--- config.mk ---
export PLATFORM = sky130hd
export DESIGN_NAME = sleep_pad_override
export DESIGN_NICKNAME = d
export VERILOG_FILES = /design/src/rtl/sleep_pad_pkg.sv /design/src/rtl/sleep_pad_ctrl.sv /design/src/rtl/sleep_pad_datapath.sv /design/src/rtl/sleep_pad_override.sv
export SDC_FILE = /design/constraint.sdc
export NUM_CORES = 1
export LEC_CHECK = 0
export BUFFER_PORTS_ARGS = -buffer_cell sky130_fd_sc_hd__buf_4
export CAP_MARGIN = 20
export CORE_UTILIZATION = 40
export CTS_BUF_LIST = sky130_fd_sc_hd__clkbuf_16
export DETAILED_ROUTE_END_ITERATION = 10
export SLEW_MARGIN = 10
export SYNTH_ARGS = -nofsm -noshare
export SYNTH_HDL_FRONTEND = slang
export SYNTH_SLANG_ARGS = --single-unit
--- constraint.sdc ---
create_clock -name clk -period 2.7 [get_ports clk]
set_input_delay 0.54 -clock clk [delete_from_list [all_inputs] [get_ports clk]]
set_output_delay 0.54 -clock clk [all_outputs]
set_load 0.02 [all_outputs]
--- src/rtl/sleep_pad_pkg.sv ---
package sleep_pad_pkg;

  typedef enum logic [1:0] {
    SlpLow   = 2'd0,
    SlpHigh  = 2'd1,
    SlpFloat = 2'd2,
    SlpKeep  = 2'd3
  } sleep_code_e;

  typedef struct packed {
    logic capture;  // sample pass-through state for keep mode
    logic apply;    // substitute sleep behaviour on eligible pads
  } slp_strobe_t;

endpackage

--- src/rtl/sleep_pad_ctrl.sv ---
module sleep_pad_ctrl
  import sleep_pad_pkg::*;
#(
  parameter int NMuxPads = 8,
  parameter int NDedPads = 4,
  parameter int NPeriphOut = 8,
  parameter int SelW = 4,
  parameter logic [NDedPads-1:0] DedSleepable = '1,
  parameter int IdxW = 3,
  localparam int NPads = NMuxPads + NDedPads
) (
  input  logic                     clk,
  input  logic                     rstN,
  input  logic                     sleepEn,
  input  logic                     cfgUnlock,
  input  logic                     cfgWe,
  input  logic                     cfgDed,
  input  logic [IdxW-1:0]          cfgIdx,
  input  logic [1:0]               cfgWdata,
  output logic [1:0]               cfgRdata,
  input  logic [NMuxPads*SelW-1:0] muxSel,
  input  logic [NPeriphOut-1:0]    periphCanSleep,
  output logic [NPads-1:0][1:0]    codes,
  output logic [NPads-1:0]         eligible,
  output slp_strobe_t              strobes
);

  localparam logic [NPads-1:0] HasReg = {DedSleepable, {NMuxPads{1'b1}}};

  assign strobes.capture = !sleepEn;
  assign strobes.apply   = sleepEn;

  for (genvar p = 0; p < NPads; p++) begin : gPad
    localparam bit IsDed = (p >= NMuxPads);
    localparam int LocIdx = IsDed ? p - NMuxPads : p;

    if (HasReg[p]) begin : gReg
      logic hit;
      assign hit = cfgWe && cfgUnlock && (cfgDed == IsDed) && (cfgIdx == IdxW'(LocIdx));
      always_ff @(posedge clk or negedge rstN) begin
        if (!rstN)    codes[p] <= SlpFloat;
        else if (hit) codes[p] <= cfgWdata;
      end
    end else begin : gFixed
      assign codes[p] = 2'd0;
    end

    if (!IsDed) begin : gMuxElig
      logic [SelW-1:0] sel;
      assign sel = muxSel[p*SelW +: SelW];
      always_comb begin
        eligible[p] = (sel < SelW'(3));
        for (int k = 0; k < NPeriphOut; k++) begin
          if (sel == SelW'(k + 3)) eligible[p] = periphCanSleep[k];
        end
      end
    end else begin : gDedElig
      assign eligible[p] = HasReg[p];
    end
  end

  always_comb begin
    cfgRdata = 2'd0;
    for (int p = 0; p < NMuxPads; p++) begin
      if (!cfgDed && cfgIdx == IdxW'(p)) cfgRdata = codes[p];
    end
    for (int d = 0; d < NDedPads; d++) begin
      if (cfgDed && cfgIdx == IdxW'(d)) cfgRdata = codes[NMuxPads + d];
    end
  end

endmodule

--- src/rtl/sleep_pad_datapath.sv ---
module sleep_pad_datapath
  import sleep_pad_pkg::*;
#(
  parameter int NPads = 12
) (
  input  logic                  clk,
  input  logic                  rstN,
  input  slp_strobe_t           strobes,
  input  logic [NPads-1:0][1:0] codes,
  input  logic [NPads-1:0]      eligible,
  input  logic [NPads-1:0]      padOutIn,
  input  logic [NPads-1:0]      padOeIn,
  output logic [NPads-1:0]      padOut,
  output logic [NPads-1:0]      padOe
);

  logic [NPads-1:0] keepOut, keepOe;

  always_ff @(posedge clk or negedge rstN) begin
    if (!rstN) begin
      keepOut <= '0;
      keepOe  <= '0;
    end else if (strobes.capture) begin
      keepOut <= padOutIn;
      keepOe  <= padOeIn;
    end
  end

  always_comb begin
    padOut = padOutIn;
    padOe  = padOeIn;
    for (int p = 0; p < NPads; p++) begin
      if (strobes.apply && eligible[p]) begin
        case (sleep_code_e'(codes[p]))
          SlpLow:   begin padOut[p] = 1'b0;       padOe[p] = 1'b1;      end
          SlpHigh:  begin padOut[p] = 1'b1;       padOe[p] = 1'b1;      end
          SlpFloat: begin padOut[p] = 1'b0;       padOe[p] = 1'b0;      end
          default:  begin padOut[p] = keepOut[p]; padOe[p] = keepOe[p]; end
        endcase
      end
    end
  end

endmodule

--- src/rtl/sleep_pad_override.sv ---
module sleep_pad_override
  import sleep_pad_pkg::*;
#(
  parameter int NMuxPads = 8,
  parameter int NDedPads = 4,
  parameter int NPeriphOut = 8,
  parameter int SelW = 4,
  parameter logic [NDedPads-1:0] DedSleepable = '1,
  localparam int MaxPads = (NMuxPads > NDedPads) ? NMuxPads : NDedPads,
  localparam int IdxW = (MaxPads > 1) ? $clog2(MaxPads) : 1
) (
  input  logic                     clk,
  input  logic                     rstN,
  input  logic                     sleepEn,
  input  logic                     cfgUnlock,
  input  logic                     cfgWe,
  input  logic                     cfgDed,
  input  logic [IdxW-1:0]          cfgIdx,
  input  logic [1:0]               cfgWdata,
  output logic [1:0]               cfgRdata,
  input  logic [NMuxPads*SelW-1:0] muxSel,
  input  logic [NPeriphOut-1:0]    periphCanSleep,
  input  logic [NMuxPads-1:0]      muxOutIn,
  input  logic [NMuxPads-1:0]      muxOeIn,
  input  logic [NDedPads-1:0]      dedOutIn,
  input  logic [NDedPads-1:0]      dedOeIn,
  output logic [NMuxPads-1:0]      muxPadOut,
  output logic [NMuxPads-1:0]      muxPadOe,
  output logic [NDedPads-1:0]      dedPadOut,
  output logic [NDedPads-1:0]      dedPadOe
);

  localparam int NPads = NMuxPads + NDedPads;

  logic [NPads-1:0][1:0] codes;
  logic [NPads-1:0]      eligible;
  logic [NPads-1:0]      allOutIn, allOeIn, allOut, allOe;
  slp_strobe_t           strobes;

  assign allOutIn = {dedOutIn, muxOutIn};
  assign allOeIn  = {dedOeIn, muxOeIn};
  assign {dedPadOut, muxPadOut} = allOut;
  assign {dedPadOe, muxPadOe}   = allOe;

  sleep_pad_ctrl #(
    .NMuxPads(NMuxPads), .NDedPads(NDedPads), .NPeriphOut(NPeriphOut),
    .SelW(SelW), .DedSleepable(DedSleepable), .IdxW(IdxW)
  ) u_ctrl (
    .clk, .rstN, .sleepEn, .cfgUnlock, .cfgWe, .cfgDed, .cfgIdx, .cfgWdata,
    .cfgRdata, .muxSel, .periphCanSleep, .codes, .eligible, .strobes
  );

  sleep_pad_datapath #(.NPads(NPads)) u_dp (
    .clk, .rstN, .strobes, .codes, .eligible,
    .padOutIn(allOutIn), .padOeIn(allOeIn), .padOut(allOut), .padOe(allOe)
  );

endmodule

==> summary.md <==
| Metric | Value |
|---|---|
| Die Span X | 94.5 um |
| Core outline area | 0.00826 sq mm |
| Final setup viols | 0 |
| Async SR Flop Fraction | 100% |
| Initial antenna violation count | 0 |
| Leak | 1.99 nW |
| Die Ht | 94.5 um |
| Netlist cell types | 40 |
| FILL cells | 816 |
| Die ar. | 0.00893 sq mm |
| Crit end category | output pin |
| Top cell by count, worst path | buf_4 |
| Multiplexer share of the synthesized area | 18.6% |
| CTS tree | built |
| Seq cells post-synth | 48 |
| Seq/Total Area, Yosys | 35.5% |
| Count of yosys warnings during synthesis | 0 |
| Final worst-path cycle share | 95.0% |
| Minimum clock period | 2.57 ns |
| Detail Route Antenna Nets | 0 |
| RD Place Congestion | 0.858 |
| Cell row count | 33 |
| Bufs and invs on worst path | 3 |
| Synth top area cells | dfrtp_1 26%, mux2_2 14%, dfstp_2 9.2% |
| Layout cells sized above 1 | 36.0% |
| Final Slew Violations | 0 |
| Avg WL per Cell | 15.6 um |
| Syn nets | 470 |
| Half-perimeter wire length after placement | 7.15 mm |
| Num CTS Buffers | 5 |
| Deepest clock path buffer count | 2 |
| Fmax | 0.390 GHz |
| Grt ovf | 0 |
| Hold slack | 0.253 ns |
| Skew-Pair Late Insertion Delay | 0.28 ns |
| Worst R2R Path Depth | 2 |
| WS Path Type | input port to output pin |
| Top delay family on crit path | compound AO/OA/AOI/OAI gates |
| Postcts setup bufs | 0 |
| Max-slew headroom | 59.9% |
| Critical path origin | periphCanSleep[7] |
| First-pass GRT wire length | 15.4 mm |
| Cell taking the most area after synthesis | dfrtp_1 |
| Starting Density | 41.4% |
| Initial DRT Pass Iterations | 4 |
| Power Dens Cells | 521 mW/mm^2 |
| Synth top area share | 26.3% |
| Vias in the first global route | 3191 |
| Pin count of the biggest net entering global routing | 49 |
| Adder-Cell Fraction of Synth Area | 0% |
| Final net count | 566 |
| Peak supply drop | 0.483 mV |
| Critical Path AT | 2.03 ns |
| Setup TNS | 0 ns |
| EDFF count, synth | 0 |
| Slowest CP cell | a221oi_2 |
| Worst-Margin Slew | 0.602 ns |
| Post-Syn Area | 0.00342 sq mm |
| RR Endpoint | u_ctrl.codes[11] |
| Synth Area in Simple Gates | 19.2% |
| Sink Count | 48 |
| Reg2Reg Setup Slack | 1.82 ns |
| MaxCap Viol Count | 0 |
| Gr usage total | 22.1% |
| Cell count after synthesis | 395 |
| Port Buffers | 100 |
| N_diodes | 0 |
| CTS H-tree depth | 2 |
| Top cells by count, synth | 57 x nand2_1, 43 x o21ai_0, 42 x mux2_2, 36 x dfrtp_1, 32 x inv_1 |
| DR iter-0 viols | 145 |
| Detailed Route WL | 9.33 mm |
| Synth Area per Inst | 8.66 sq um |
| CP Launch Type | input port |
| Final count of hold timing violations | 0 |
| Synth Area in Compound Gates | 21.2% |
| CTS Root Cell | clkbuf_16 |
| Cts hold-fix bufs | 0 |
| Critical path, cell by cell | buf_4, inv_1, o21ai_0, nand3_1, a221oi_2, mux2_2, buf_4 |
| Status | complete, no violations |
| Clk pin slew, worst setup/hold paths | 0.07 ns |
| Syn-to-layout area delta | 30.1% |
| I/O Pins | 101 |
| Vias/cell | 5.44 |
| Via count | 3245 |
| HP Class | input port to asynchronous set/reset pin |
| Worst r2r src | u_ctrl.codes[11] |
| Max stage delay on crit path | 0.40 ns |
| Clk_skew | 0 ns |
| Critical-path maximum fanout | 7 |
| Worst path required time | 2.16 ns |
| Main combinational cell family by area after synthesis | compound AO/OA/AOI/OAI gates |
| Post-synth top flop | dfrtp_1 |
| RSZ-0062 raised after global routing | false |
| Synth Area in XOR/XNOR | 0% |
| DRC viols | 0 |
| Count leader, synth | nand2_1 |
-- worst max path at each step --
stage,slack [ns],endpoint,cells past startpoint
2_1_floorplan,0.25,muxPadOe[5],5
3_3_place_gp,0.14,muxPadOe[7],7
3_5_place_dp,0.14,muxPadOe[7],7
4_1_cts,0.13,muxPadOe[7],7
5_1_grt,0.05,muxPadOe[2],7
6_report,0.13,muxPadOe[4],7
-- placed cells by master, fill, tap and decap left out, drive strengths merged, types with 8 or more instances in the layout --
master / instances
a21oi: 10
a31oi: 10
buf: 105
dfrtp: 36
dfstp: 12
inv: 33
mux2: 43
mux2i: 8
nand2: 57
nand2b: 13
nand3: 9
nor2: 18
nor2b: 15
o211ai: 8
o21ai: 43
-- report_power, final --
group / internal [W] / switching, W
Combinational: 0.000329 / 0.000332
Clock: 0.000440 / 0.000268
Sequential: 0.000855 / 0.0000948
-- sequential cells by signal, indices dropped and copies added (netlist names) --
signal	flops
u_ctrl.codes	24
u_dp.keepOe	12
u_dp.keepOut	12
-- through the flow --
| step | std cells | cell area (sq um) | utilization (%) | power (W) | setup slack (ns) |
|---|---|---|---|---|---|
| finish | 597 | 4450 | 53.9 | 0.00232 | 0.135 |
| floorplan | 395 | 3420 | - | 0.00133 | 0.247 |
| global route | 597 | 4450 | 53.9 | 0.00246 | 0.0533 |
| global placement | 589 | 4270 | 51.8 | 0.00161 | 0.138 |
| CTS | 597 | 4450 | 53.8 | 0.00234 | 0.132 |
| detailed placement | 589 | 4270 | 51.8 | 0.00162 | 0.139 |
-- logic make-up after synthesis --
group	after synthesis
compound gates	109
buf+inv	48
flops	48
mux	54
simple gates	136
-- area by class of cell --
type | instances | area [sq um] | area share [%]
Multi-Input combinational cell | 299 | 2020 | 45.5
Sequential cell | 48 | 1220 | 27.3
Timing Repair Buffer | 105 | 788 | 17.7
Tap cell | 105 | 131 | 2.95
Clock buffer | 5 | 125 | 2.81
Inverter | 32 | 120 | 2.70
Clock inverter | 3 | 46.3 | 1.04
-- layer usage --
| metal | up-vias | wire length (um) | GRT usage [%] |
|---|---|---|---|
| met2 | 106 | 4330 | 36.4 |
| met4 | 0 | 53 | 5.30 |
| met1 | 1511 | 4380 | 30.8 |
| met5 | - | 0 | 0 |
| met3 | 4 | 562 | 2.74 |
| li1 | 1624 | - | - |
-- what timing repair did --
action | 4_1_cts | 5_1_grt
hold endpoints to repair | 0 | 0
setup endpoints to repair | 0 | 2
gates resized for setup | 0 | 1
Note: power is estimated with default switching activity, not from simulation.
